[config.mk]
export PLATFORM = sky130hd
export DESIGN_NAME = spim_master
export DESIGN_NICKNAME = d
export VERILOG_FILES = /design/src/rtl/spim_pkg.sv /design/src/rtl/spim_clkdiv.sv /design/src/rtl/spim_txbuf.sv /design/src/rtl/spim_stat.sv /design/src/rtl/spim_ctrl.sv /design/src/rtl/spim_master.sv
export SDC_FILE = /design/constraint.sdc
export NUM_CORES = 1
export LEC_CHECK = 0
export BUFFER_PORTS_ARGS = -buffer_cell sky130_fd_sc_hd__buf_4
export CORE_AREA = 2 2 135 137
export DETAILED_ROUTE_END_ITERATION = 16
export DIE_AREA = 0 0 137 139
export PLACE_DENSITY_LB_ADDON = 0.2
export SYNTH_ARGS = -nofsm -noshare
export SYNTH_HDL_FRONTEND = slang
export SYNTH_HIERARCHICAL = 1
export SYNTH_SLANG_ARGS = --single-unit
[constraint.sdc]
create_clock -name clk -period 6.9 [get_ports clk]
set_input_delay 0.69 -clock clk [delete_from_list [all_inputs] [get_ports clk]]
set_output_delay 0.69 -clock clk [all_outputs]
set_load 0.1 [all_outputs]
[src/rtl/spim_pkg.sv]
package spim_pkg;
    typedef enum logic [2:0] {
        ST_IDLE,
        ST_LEAD,
        ST_XFER,
        ST_TRAIL,
        ST_GAP
    } spim_state_e;
endpackage

[src/rtl/spim_clkdiv.sv]
module spim_clkdiv #(
    parameter int DIV_W = 8
) (
    input  logic             clk,
    input  logic             rst_n,
    input  logic             run,
    input  logic [DIV_W-1:0] div,
    output logic             tick
);
    logic [DIV_W-1:0] cnt_d, cnt_q;

    always_comb begin
        tick = run && (cnt_q == div);
        if (!run || tick) cnt_d = '0;
        else              cnt_d = cnt_q + 1'b1;
    end

    always_ff @(posedge clk or negedge rst_n) begin
        if (!rst_n) cnt_q <= '0;
        else        cnt_q <= cnt_d;
    end


    div_range_chk: assert property (@(posedge clk) disable iff (!rst_n)
        run |-> cnt_q <= div);
endmodule

[src/rtl/spim_txbuf.sv]
module spim_txbuf #(
    parameter int W = 16
) (
    input  logic         clk,
    input  logic         rst_n,
    input  logic         wr_en,
    input  logic [W-1:0] wr_data,
    input  logic         take,
    output logic         full,
    output logic [W-1:0] data
);
    typedef struct packed {
        logic         full;
        logic [W-1:0] data;
    } buf_t;

    buf_t d, q;

    always_comb begin
        d = q;
        if (take) d.full = 1'b0;
        if (wr_en && !q.full) begin
            d.full = 1'b1;
            d.data = wr_data;
        end
    end

    always_ff @(posedge clk or negedge rst_n) begin
        if (!rst_n) q <= '0;
        else        q <= d;
    end

    assign full = q.full;
    assign data = q.data;


    wr_drop_chk: assert property (@(posedge clk) disable iff (!rst_n)
        (q.full && wr_en) |=> $stable(q.data));
endmodule

[src/rtl/spim_stat.sv]
module spim_stat #(
    parameter int W = 16
) (
    input  logic         clk,
    input  logic         rst_n,
    input  logic         done,
    input  logic [W-1:0] rx_word,
    input  logic         rd_stat,
    input  logic         rd_data_en,
    output logic         flag,
    output logic         ovr,
    output logic [W-1:0] data
);
    typedef struct packed {
        logic         flag;
        logic         ovr;
        logic         armed;
        logic [W-1:0] data;
    } stat_t;

    stat_t d, q;
    logic  clr;

    always_comb begin
        d   = q;
        clr = rd_data_en && q.armed;
        if (rd_stat && q.flag) d.armed = 1'b1;
        if (clr) begin
            d.flag  = 1'b0;
            d.ovr   = 1'b0;
            d.armed = 1'b0;
        end
        if (done) begin
            if (q.flag && !clr) begin
                d.ovr = 1'b1;
            end else begin
                d.flag  = 1'b1;
                d.armed = 1'b0;
                d.data  = rx_word;
            end
        end
    end

    always_ff @(posedge clk or negedge rst_n) begin
        if (!rst_n) q <= '0;
        else        q <= d;
    end

    assign flag = q.flag;
    assign ovr  = q.ovr;
    assign data = q.data;


    ovr_cause_chk: assert property (@(posedge clk) disable iff (!rst_n)
        $rose(q.ovr) |-> $past(q.flag));

    flag_clear_chk: assert property (@(posedge clk) disable iff (!rst_n)
        $fell(q.flag) |-> $past(rd_data_en && q.armed));

    data_hold_chk: assert property (@(posedge clk) disable iff (!rst_n)
        !$stable(q.data) |-> $past(done));
endmodule

[src/rtl/spim_ctrl.sv]
module spim_ctrl
    import spim_pkg::*;
#(
    parameter int W     = 16,
    parameter int DLY_W = 4
) (
    input  logic             clk,
    input  logic             rst_n,
    input  logic             tick,
    input  logic             cpha,
    input  logic             lsb_first,
    input  logic             wide,
    input  logic [DLY_W-1:0] lead,
    input  logic [DLY_W-1:0] trail,
    input  logic [DLY_W-1:0] idle,
    input  logic             buf_full,
    input  logic [W-1:0]     buf_data,
    input  logic             miso,
    output logic             run,
    output logic             take,
    output logic             done,
    output logic [W-1:0]     rx_word,
    output logic             sck_raw,
    output logic             mosi,
    output logic             ss_n
);
    localparam int HALF   = W / 2;
    localparam int EDGE_W = $clog2(2 * W + 1);

    typedef struct packed {
        spim_state_e       st;
        logic [DLY_W-1:0]  cnt;
        logic [EDGE_W-1:0] edge_n;
        logic [W-1:0]      tx;
        logic [W-1:0]      rx;
        logic              sck;
        logic              ss_n;
    } ctrl_t;

    ctrl_t d, q;
    logic [EDGE_W-1:0] nedges, edge_nx;
    logic              samp;
    logic [W-1:0]      rx_sh, tx_sh;

    always_comb begin
        nedges  = wide ? EDGE_W'(2 * W) : EDGE_W'(W);
        edge_nx = q.edge_n + 1'b1;
        samp    = cpha ? !edge_nx[0] : edge_nx[0];
        if (!lsb_first)  rx_sh = {q.rx[W-2:0], miso};
        else if (wide)   rx_sh = {miso, q.rx[W-1:1]};
        else             rx_sh = {{HALF{1'b0}}, miso, q.rx[HALF-1:1]};
        tx_sh   = lsb_first ? (q.tx >> 1) : (q.tx << 1);
        rx_word = samp ? rx_sh : q.rx;
        mosi    = lsb_first ? q.tx[0] : (wide ? q.tx[W-1] : q.tx[HALF-1]);
        run     = (q.st != ST_IDLE);

        d    = q;
        take = 1'b0;
        done = 1'b0;
        unique case (q.st)
            ST_IDLE: if (buf_full) begin
                d.tx = buf_data; d.rx = '0; d.edge_n = '0; take = 1'b1;
                d.ss_n = 1'b0;
                if (lead <= DLY_W'(1)) d.st = ST_XFER;
                else begin
                    d.st  = ST_LEAD;
                    d.cnt = lead - 1'b1;
                end
            end
            ST_LEAD: if (tick) begin
                if (q.cnt <= DLY_W'(1)) d.st = ST_XFER;
                else                    d.cnt = q.cnt - 1'b1;
            end
            ST_XFER: if (tick) begin
                d.sck    = ~q.sck;
                d.edge_n = edge_nx;
                if (samp)                     d.rx = rx_sh;
                else if (edge_nx > EDGE_W'(1)) d.tx = tx_sh;
                if (edge_nx == nedges) begin
                    done  = 1'b1;
                    d.st  = ST_TRAIL;
                    d.cnt = trail;
                end
            end
            ST_TRAIL: if (tick) begin
                if (q.cnt <= DLY_W'(1)) begin
                    if (buf_full) begin
                        d.tx = buf_data; d.rx = '0; d.edge_n = '0; take = 1'b1;
                        d.st = ST_XFER;
                    end else begin
                        d.ss_n = 1'b1;
                        d.st   = ST_GAP;
                        d.cnt  = idle;
                    end
                end else begin
                    d.cnt = q.cnt - 1'b1;
                end
            end
            ST_GAP: if (tick) begin
                if (q.cnt <= DLY_W'(1)) d.st = ST_IDLE;
                else                    d.cnt = q.cnt - 1'b1;
            end
            default: d.st = ST_IDLE;
        endcase
    end

    always_ff @(posedge clk or negedge rst_n) begin
        if (!rst_n) begin
            q      <= '0;
            q.st   <= ST_IDLE;
            q.ss_n <= 1'b1;
        end else begin
            q <= d;
        end
    end

    assign sck_raw = q.sck;
    assign ss_n    = q.ss_n;


    sck_idle_chk: assert property (@(posedge clk) disable iff (!rst_n)
        q.ss_n |-> !q.sck);

    edge_bound_chk: assert property (@(posedge clk) disable iff (!rst_n)
        (q.st == ST_XFER) |-> (q.edge_n < nedges));

    select_low_chk: assert property (@(posedge clk) disable iff (!rst_n)
        (q.st == ST_XFER) |-> !q.ss_n);
endmodule

[src/rtl/spim_master.sv]
module spim_master #(
    parameter int DATA_W = 16,
    parameter int DIV_W  = 8,
    parameter int DLY_W  = 4
) (
    input  logic              clk,
    input  logic              rst_n,
    input  logic              cfg_cpol,
    input  logic              cfg_cpha,
    input  logic              cfg_lsb_first,
    input  logic              cfg_wide,
    input  logic [DIV_W-1:0]  cfg_div,
    input  logic [DLY_W-1:0]  cfg_lead,
    input  logic [DLY_W-1:0]  cfg_trail,
    input  logic [DLY_W-1:0]  cfg_idle,
    input  logic              wr_en,
    input  logic [DATA_W-1:0] wr_data,
    input  logic              rd_stat,
    input  logic              rd_data_en,
    output logic [DATA_W-1:0] rd_data,
    output logic              xfer_done,
    output logic              overrun,
    output logic              busy,
    output logic              sck,
    output logic              mosi,
    input  logic              miso,
    output logic              ss_n
);
    logic              tick, run, take, done, sck_raw, buf_full;
    logic [DATA_W-1:0] buf_data, rx_word;

    spim_clkdiv #(.DIV_W(DIV_W)) u_div (
        .clk(clk), .rst_n(rst_n), .run(run), .div(cfg_div), .tick(tick)
    );

    spim_txbuf #(.W(DATA_W)) u_buf (
        .clk(clk), .rst_n(rst_n), .wr_en(wr_en), .wr_data(wr_data),
        .take(take), .full(buf_full), .data(buf_data)
    );

    spim_ctrl #(.W(DATA_W), .DLY_W(DLY_W)) u_ctrl (
        .clk(clk), .rst_n(rst_n), .tick(tick), .cpha(cfg_cpha),
        .lsb_first(cfg_lsb_first), .wide(cfg_wide), .lead(cfg_lead),
        .trail(cfg_trail), .idle(cfg_idle), .buf_full(buf_full),
        .buf_data(buf_data), .miso(miso), .run(run), .take(take),
        .done(done), .rx_word(rx_word), .sck_raw(sck_raw), .mosi(mosi),
        .ss_n(ss_n)
    );

    spim_stat #(.W(DATA_W)) u_stat (
        .clk(clk), .rst_n(rst_n), .done(done), .rx_word(rx_word),
        .rd_stat(rd_stat), .rd_data_en(rd_data_en), .flag(xfer_done),
        .ovr(overrun), .data(rd_data)
    );

    assign sck  = sck_raw ^ cfg_cpol;
    assign busy = run || buf_full;
endmodule

After elaboration in Yosys (flattened, before gate mapping)
Index checks and enable logic that the tools add are counted.
{"block": "totals", "ff_bits": 91, "out_inout_bits": 22, "word_cells": 120}
{"block": "classes", "add_sub_neg": 4, "n_lt_le_gt_ge": 3, "n_eq_ne": 21, "n_mux": 51, "bitwise": 3, "reduce_logical": 24}
{"operator": "one-hot mux 38 bit (3 select lines)", "count": 1}
{"operator": "two-way mux 16 bit", "count": 6}
{"operator": "two-way mux 45 bit", "count": 2}
{"operator": "two-way mux 38 bit", "count": 2}
{"operator": "two-way mux 46 bit", "count": 1}
{"operator": "two-way mux 17 bit", "count": 2}
{"operator": "two-way mux 7 bit", "count": 3}
{"operator": "one-hot mux 4 bit (5 select lines)", "count": 1}
{"operator": "two-way mux 19 bit", "count": 1}
{"operator": "inequality test 2 bit, second input constant", "count": 9}
{"operator": "AND reduction 9 bit", "count": 2}
{"operator": "two-way mux 1 bit", "count": 17}
{"operator": "two-way mux 4 bit", "count": 4}
{"operator": "two-way mux 3 bit", "count": 5}
{"operator": "one-hot mux 3 bit (5 select lines)", "count": 1}
{"operator": "inequality test 2 x 1 -> 1 bit, second input constant", "count": 5}
{"operator": "adder 8 x 1 -> 8 bit, second input constant", "count": 1}
{"operator": "equality test 8 bit", "count": 1}
{"operator": "less-or-equal comparator 4 x 1 -> 1 bit, second input constant", "count": 2}
{"operator": "two-way mux 8 bit", "count": 1}
{"operator": "AND reduction 8 bit", "count": 1}
{"operator": "subtractor 4 x 1 -> 4 bit, second input constant", "count": 2}
{"operator": "adder 6 x 1 -> 6 bit, second input constant", "count": 1}
{"operator": "equality test 3 x 2 -> 1 bit, second input constant", "count": 2}
{"operator": "other kinds (20)", "count": 33}

Logic depth before layout (Yosys ltp)
{"block": "depth", "ltp_word": 6, "mapped_depth": 11, "depth_no_buf": 9}

Cells and area by module
Netlist, hierarchy kept.
{"module": "spim_ctrl", "instances": 1, "cells_each": 349, "area_per_inst_um2": 3089.2, "seq_area_each_um2": 1177.4}
{"module": "spim_stat", "instances": 1, "cells_each": 62, "area_per_inst_um2": 898.4, "seq_area_each_um2": 475.5}
{"module": "spim_txbuf", "instances": 1, "cells_each": 38, "area_per_inst_um2": 691.9, "seq_area_each_um2": 425.4}
{"module": "spim_clkdiv", "instances": 1, "cells_each": 46, "area_per_inst_um2": 500.5, "seq_area_each_um2": 200.2}
{"module": "spim_master", "instances": 1, "cells_each": 2, "area_per_inst_um2": 15.0, "seq_area_each_um2": 0.0}

Worst setup path before layout
OpenSTA, ideal clock, no wires.
{"block": "synth_timing", "path_kind": "in2out", "start": "input port cfg_lsb_first", "end": "output port mosi", "arrival_ps": 3506, "t_required_ps": 6210, "path_slack_ps": 2704, "stages": 4, "path_buffers": 3, "path_cell_list": "clkbuf_1 > buf_2 > buf_1 > o21ai_0"}
{"block": "synth_via", "elab_chain_len": 1}
{"element": "start, declared", "line": "spim_master.sv:10", "text": "input logic cfg_lsb_first,"}
{"element": "two-way mux 1 bit", "line": "spim_ctrl.sv:54", "text": "mosi = lsb_first ? q.tx[0] : (wide ? q.tx[W-1] : q.tx[HALF-1]);"}
{"element": "end, declared", "line": "spim_master.sv:25", "text": "output logic mosi,"}
No other way between the ends.

Worst setup path after layout
{"block": "layout_timing", "start": "input port cfg_div[7]", "end": "register u_ctrl/q[40] (netlist bit)"}
{"block": "layout_via", "elab_chain_len": 4}
{"element": "start, declared", "line": "spim_master.sv:12", "text": "input logic [DIV_W-1:0] cfg_div,"}
{"element": "equality test 8 bit *", "line": "spim_clkdiv.sv:13", "text": "tick = run && (cnt_q == div);"}
{"element": "logical AND 1 bit *", "line": "spim_clkdiv.sv:13"}
{"element": "named net tick", "line": "spim_master.sv:29", "text": "logic tick, run, take, done, sck_raw, buf_full;"}
{"element": "inequality test 2 bit (no source line)"}
{"element": "AND reduction 9 bit (no source line) *"}
{"element": "end, declared", "line": "spim_ctrl.sv:40", "text": "ctrl_t d, q;"}
Mark *: on every way through the listed nets, which the timed path passes. The rest lies on a longest branch.
A chain may end at the register's enable or synchronous reset.

==> run summary <==
Die
* **overall die area** 0.0190 sq mm
* **Core Box Area** 0.0177 sq mm
* **number of I/O pins** 68
* **Chip Height** 139 um
* **horizontal extent of the die** 137 um
* **std cell rows** 49
* **Starting Density** 0.294

STA
* **endpoints failing hold** 0
* **final total negative setup slack** 0 ns
* **post-route clock skew** 0.0112 ns
* **worst slew margin relative to its limit** 0.219
* **time the worst path needs with I/O delays and setup** 3.59 ns
* **setup repair after global routing missed its margin** false
* **count of pins over their slew limit** 0
* **achievable frequency** 278 MHz
* **crit share post-route** 0.521
* **actual slew at the worst max-slew pin** 1.17 ns
* **setup-violating endpoint count in the final report** 0

Detailed routing
* **vias per cell** 5.02
* **sum of met3 wire segment lengths after detailed routing** 384 um
* **post-DR wirelength/cell** 15.4 um
* **vias** 3817
* **overall routed net length** 11.7 mm
* **number of nets with antenna violations after routing** 0
* **Highest Signal Layer** met4
* **sum of routed wire segments on met1** 5.62 mm
* **number of DRC markers after the initial detailed-route iteration** 273
* **TritonRoute pass-1 iters** 4
* **remaining routing DRC violations** 0
* **WL met2** 5.56 mm

Run status
* **run status** finished clean

Global routing
* **vias in the first global route** 3814
* **remaining global-route overflow** 0
* **global-route wire length before repair** 19.4 mm
* **initial antenna violation count** 0
* **GRT Overall Usage** 0.126
* **largest net degree at the start of global routing** 67

Pwr
* **P_leak** 2.69 nW
* **Pwr per Cell Area** 331 mW/mm^2
* **worst vdd rail ir drop** 192 uV

Logic synthesis
* **Yosys cell types** 66
* **top cell type by total area after synthesis** dfrtp_1
* **number of register bits inferred by synthesis** 91
* **warnings from Yosys** 6
* **cell types occupying the most area after synthesis** dfrtp_1, mux2_4, mux2i_1, o21ai_0, a221o_1
* **proportion of netlist area held by the largest area contributor** 0.434
* **register area share after synthesis** 0.439
* **number of enable flip-flop cells after synthesis** 0
* **most frequent cell after synthesis** dfrtp_1
* **Most used DFF post-synth** dfrtp_1
* **syn_nets** 550
* **average cell area after synthesis** 10.5 sq um
* **list of most frequent post-synthesis cells** dfrtp_1, nand2_1, o21ai_0
* **post-synthesis instance area** 0.00519 sq mm
* **Cells after Synth** 497
* **fraction of synthesis flops using an asynchronous set or reset pin** 1.00

Clock tree
* **buffers from clock root to sink, at most** 2
* **Clock Sinks** 91
* **number of hold-repair buffers added at the cts stage** 0
* **clock-pin slew on the worst setup and hold paths** 0.07 ns
* **post-cts gate resize count** 0
* **buffers inserted by post-CTS timing repair** 0
* **clock root cell** clkbuf_16
* **clock buffer count from CTS** 9
* **worst-skew pair later-pin latency** 0.35 ns
* **CTS H-tree depth** 3
* **clock tree from TritonCTS** yes

Critical path
* **ordered cell list for the critical path** buf_4 > xor2_2 > nor4_2 > and3_1 > nand4bb_1 > o311a_1 > a22o_1 > a221o_1 > a2111oi_2 > a21oi_1
* **kind of cell with the highest combined delay on the critical path** simple AND/OR/NAND/NOR gates
* **slowest library cell on the worst path** nor4_2
* **delay of the slowest cell on the worst path** 0.74 ns
* **critical path capture point type** flip-flop
* **critical path data required time** 7.12 ns
* **number of buffer and inverter instances along the worst setup path** 1
* **arrival time of the worst setup path** 3.82 ns
* **critical path class** primary input to flip-flop
* **critical path startpoint category** primary input
* **critical path peak fanout** 9

Layout
* **count of antenna diodes in the layout** 0
* **Filler cells** 1813
* **Final Util** 0.338
* **signed area change from the synthesized netlist to the final layout** 14.8%
* **nets** 580
* **fraction of layout cells with a size suffix above 1** 0.250
* **non-filler cells, final** 761

Worst hold path
* **type of the worst min-delay path** primary input to asynchronous set/reset pin

Placed design
* **number of buffers inserted by port buffering** 67
* **placed cell count** 745
* **HPWL after DPL** 7.85 mm
* **final weighted congestion in routability-driven placement** 0.819

Run
* **max capacitance violation total** 0

path summary, 6_finish.rpt:
path | from | end | slack [ns] | depth (start not counted)
worst max-delay path | cfg_div[7] | u_ctrl/q[40] | 3.31 | 10
worst min register to register | u_stat/data[5] | u_stat/data[5] | 0.51 | 1
max in group asynchronous | rst_n | u_div/cnt_q[6] | 5.45 | 2
worst max register to register | u_div/cnt_q[4] | u_ctrl/q[40] | 3.33 | 9
min in group clk | u_stat/data[5] | u_stat/data[5] | 0.51 | 1
worst min-delay path | rst_n | u_stat/data[8] | 0.25 | 1
placed cells by master, fill, tap and decap left out, drive strengths merged, types with 3 or more instances in the layout:
cell / n
a221oi: 4
a21oi: 18
nor4: 4
a22o: 18
nand4: 6
ha: 7
mux2: 33
xor2: 14
and2: 3
a221o: 17
a211oi: 7
o21ai: 39
or3: 4
nand2: 41
nor2b: 9
nand3: 5
nor3b: 3
nor2: 31
o41ai: 3
dfrtp: 90
o211ai: 3
clkinv: 4
clkbuf: 10
inv: 17
xnor2: 5
mux2i: 23
buf: 70
nor3: 7
a31oi: 4
cell type report:
| cell class | instances | area (sq um) | share of cell area |
|---|---|---|---|
| Sequential cell | 91 | 2280 | 0.382 |
| Tap cell | 229 | 287 | 0.0480 |
| Multi-Input combinational cell | 339 | 2550 | 0.427 |
| Clock inverter | 6 | 40.0 | 0.00671 |
| Timing Repair Buffer | 70 | 526 | 0.0881 |
| Inverter | 16 | 60.1 | 0.0101 |
| Clock buffer | 10 | 229 | 0.0384 |
cells by family (layout without fill, tap and decap cells):
group | after synthesis | count (layout) | share of synthesized area
compound gates | 133 | 133 | 0.185
simple gates | 124 | 124 | 0.122
flops | 91 | 91 | 0.439
buf+inv | 67 | 102 | 0.0727
mux | 56 | 56 | 0.130
xor+xnor | 19 | 19 | 0.0349
fa+ha+maj | 7 | 7 | 0.0169
state kept, by name, summed over array words and instances, names as in the netlist:
register	cells
u_buf/data	16
u_div/cnt_q	8
u_stat/flag	1
u_stat/data	16
u_ctrl/q	45
u_ctrl/sck_raw	1
u_stat/ovr	1
u_buf/full	1
u_ctrl/ss_n	1
u_stat/q	1
power breakdown:
| part | switching (mW) | leakage, nW | internal [mW] |
|---|---|---|---|
| clock network | 0.215 | 0.133 | 0.244 |
| registers | 0.148 | 1.19 | 0.665 |
| logic | 0.385 | 1.37 | 0.316 |
| total | 0.748 | 2.69 | 1.22 |
through the flow:
step                total power, mW  setup WS [ns]  hold slack (ns)  instance area, sq um
floorplan                      1.35           2.70            0.394                  5190
global placement               1.51           3.06            0.493                  5700
detailed placement             1.52           2.94            0.504                  5700
CTS                            1.99           3.30            0.262                  5970
global route                   2.11           3.02            0.274                  5970
finish                         1.97           3.31            0.254                  5970
layer usage:
layer  global-route usage  up-vias
met1                0.174     1878
met5                    0        -
li1                     -     1860
met3               0.0300       10
met2                0.197       69
met4               0.0358        0
worst register-to-register path, stage by stage (launching register included):
cell	delay (ns)
dfrtp_1	0.45
xor2_1	0.18
nor4_2	0.73
and3_1	0.43
nand4bb_1	0.38
o311a_1	0.27
a22o_1	0.22
a221o_1	0.37
a2111oi_2	0.37
a21oi_1	0.06
Power figures use the tool's default switching activity.
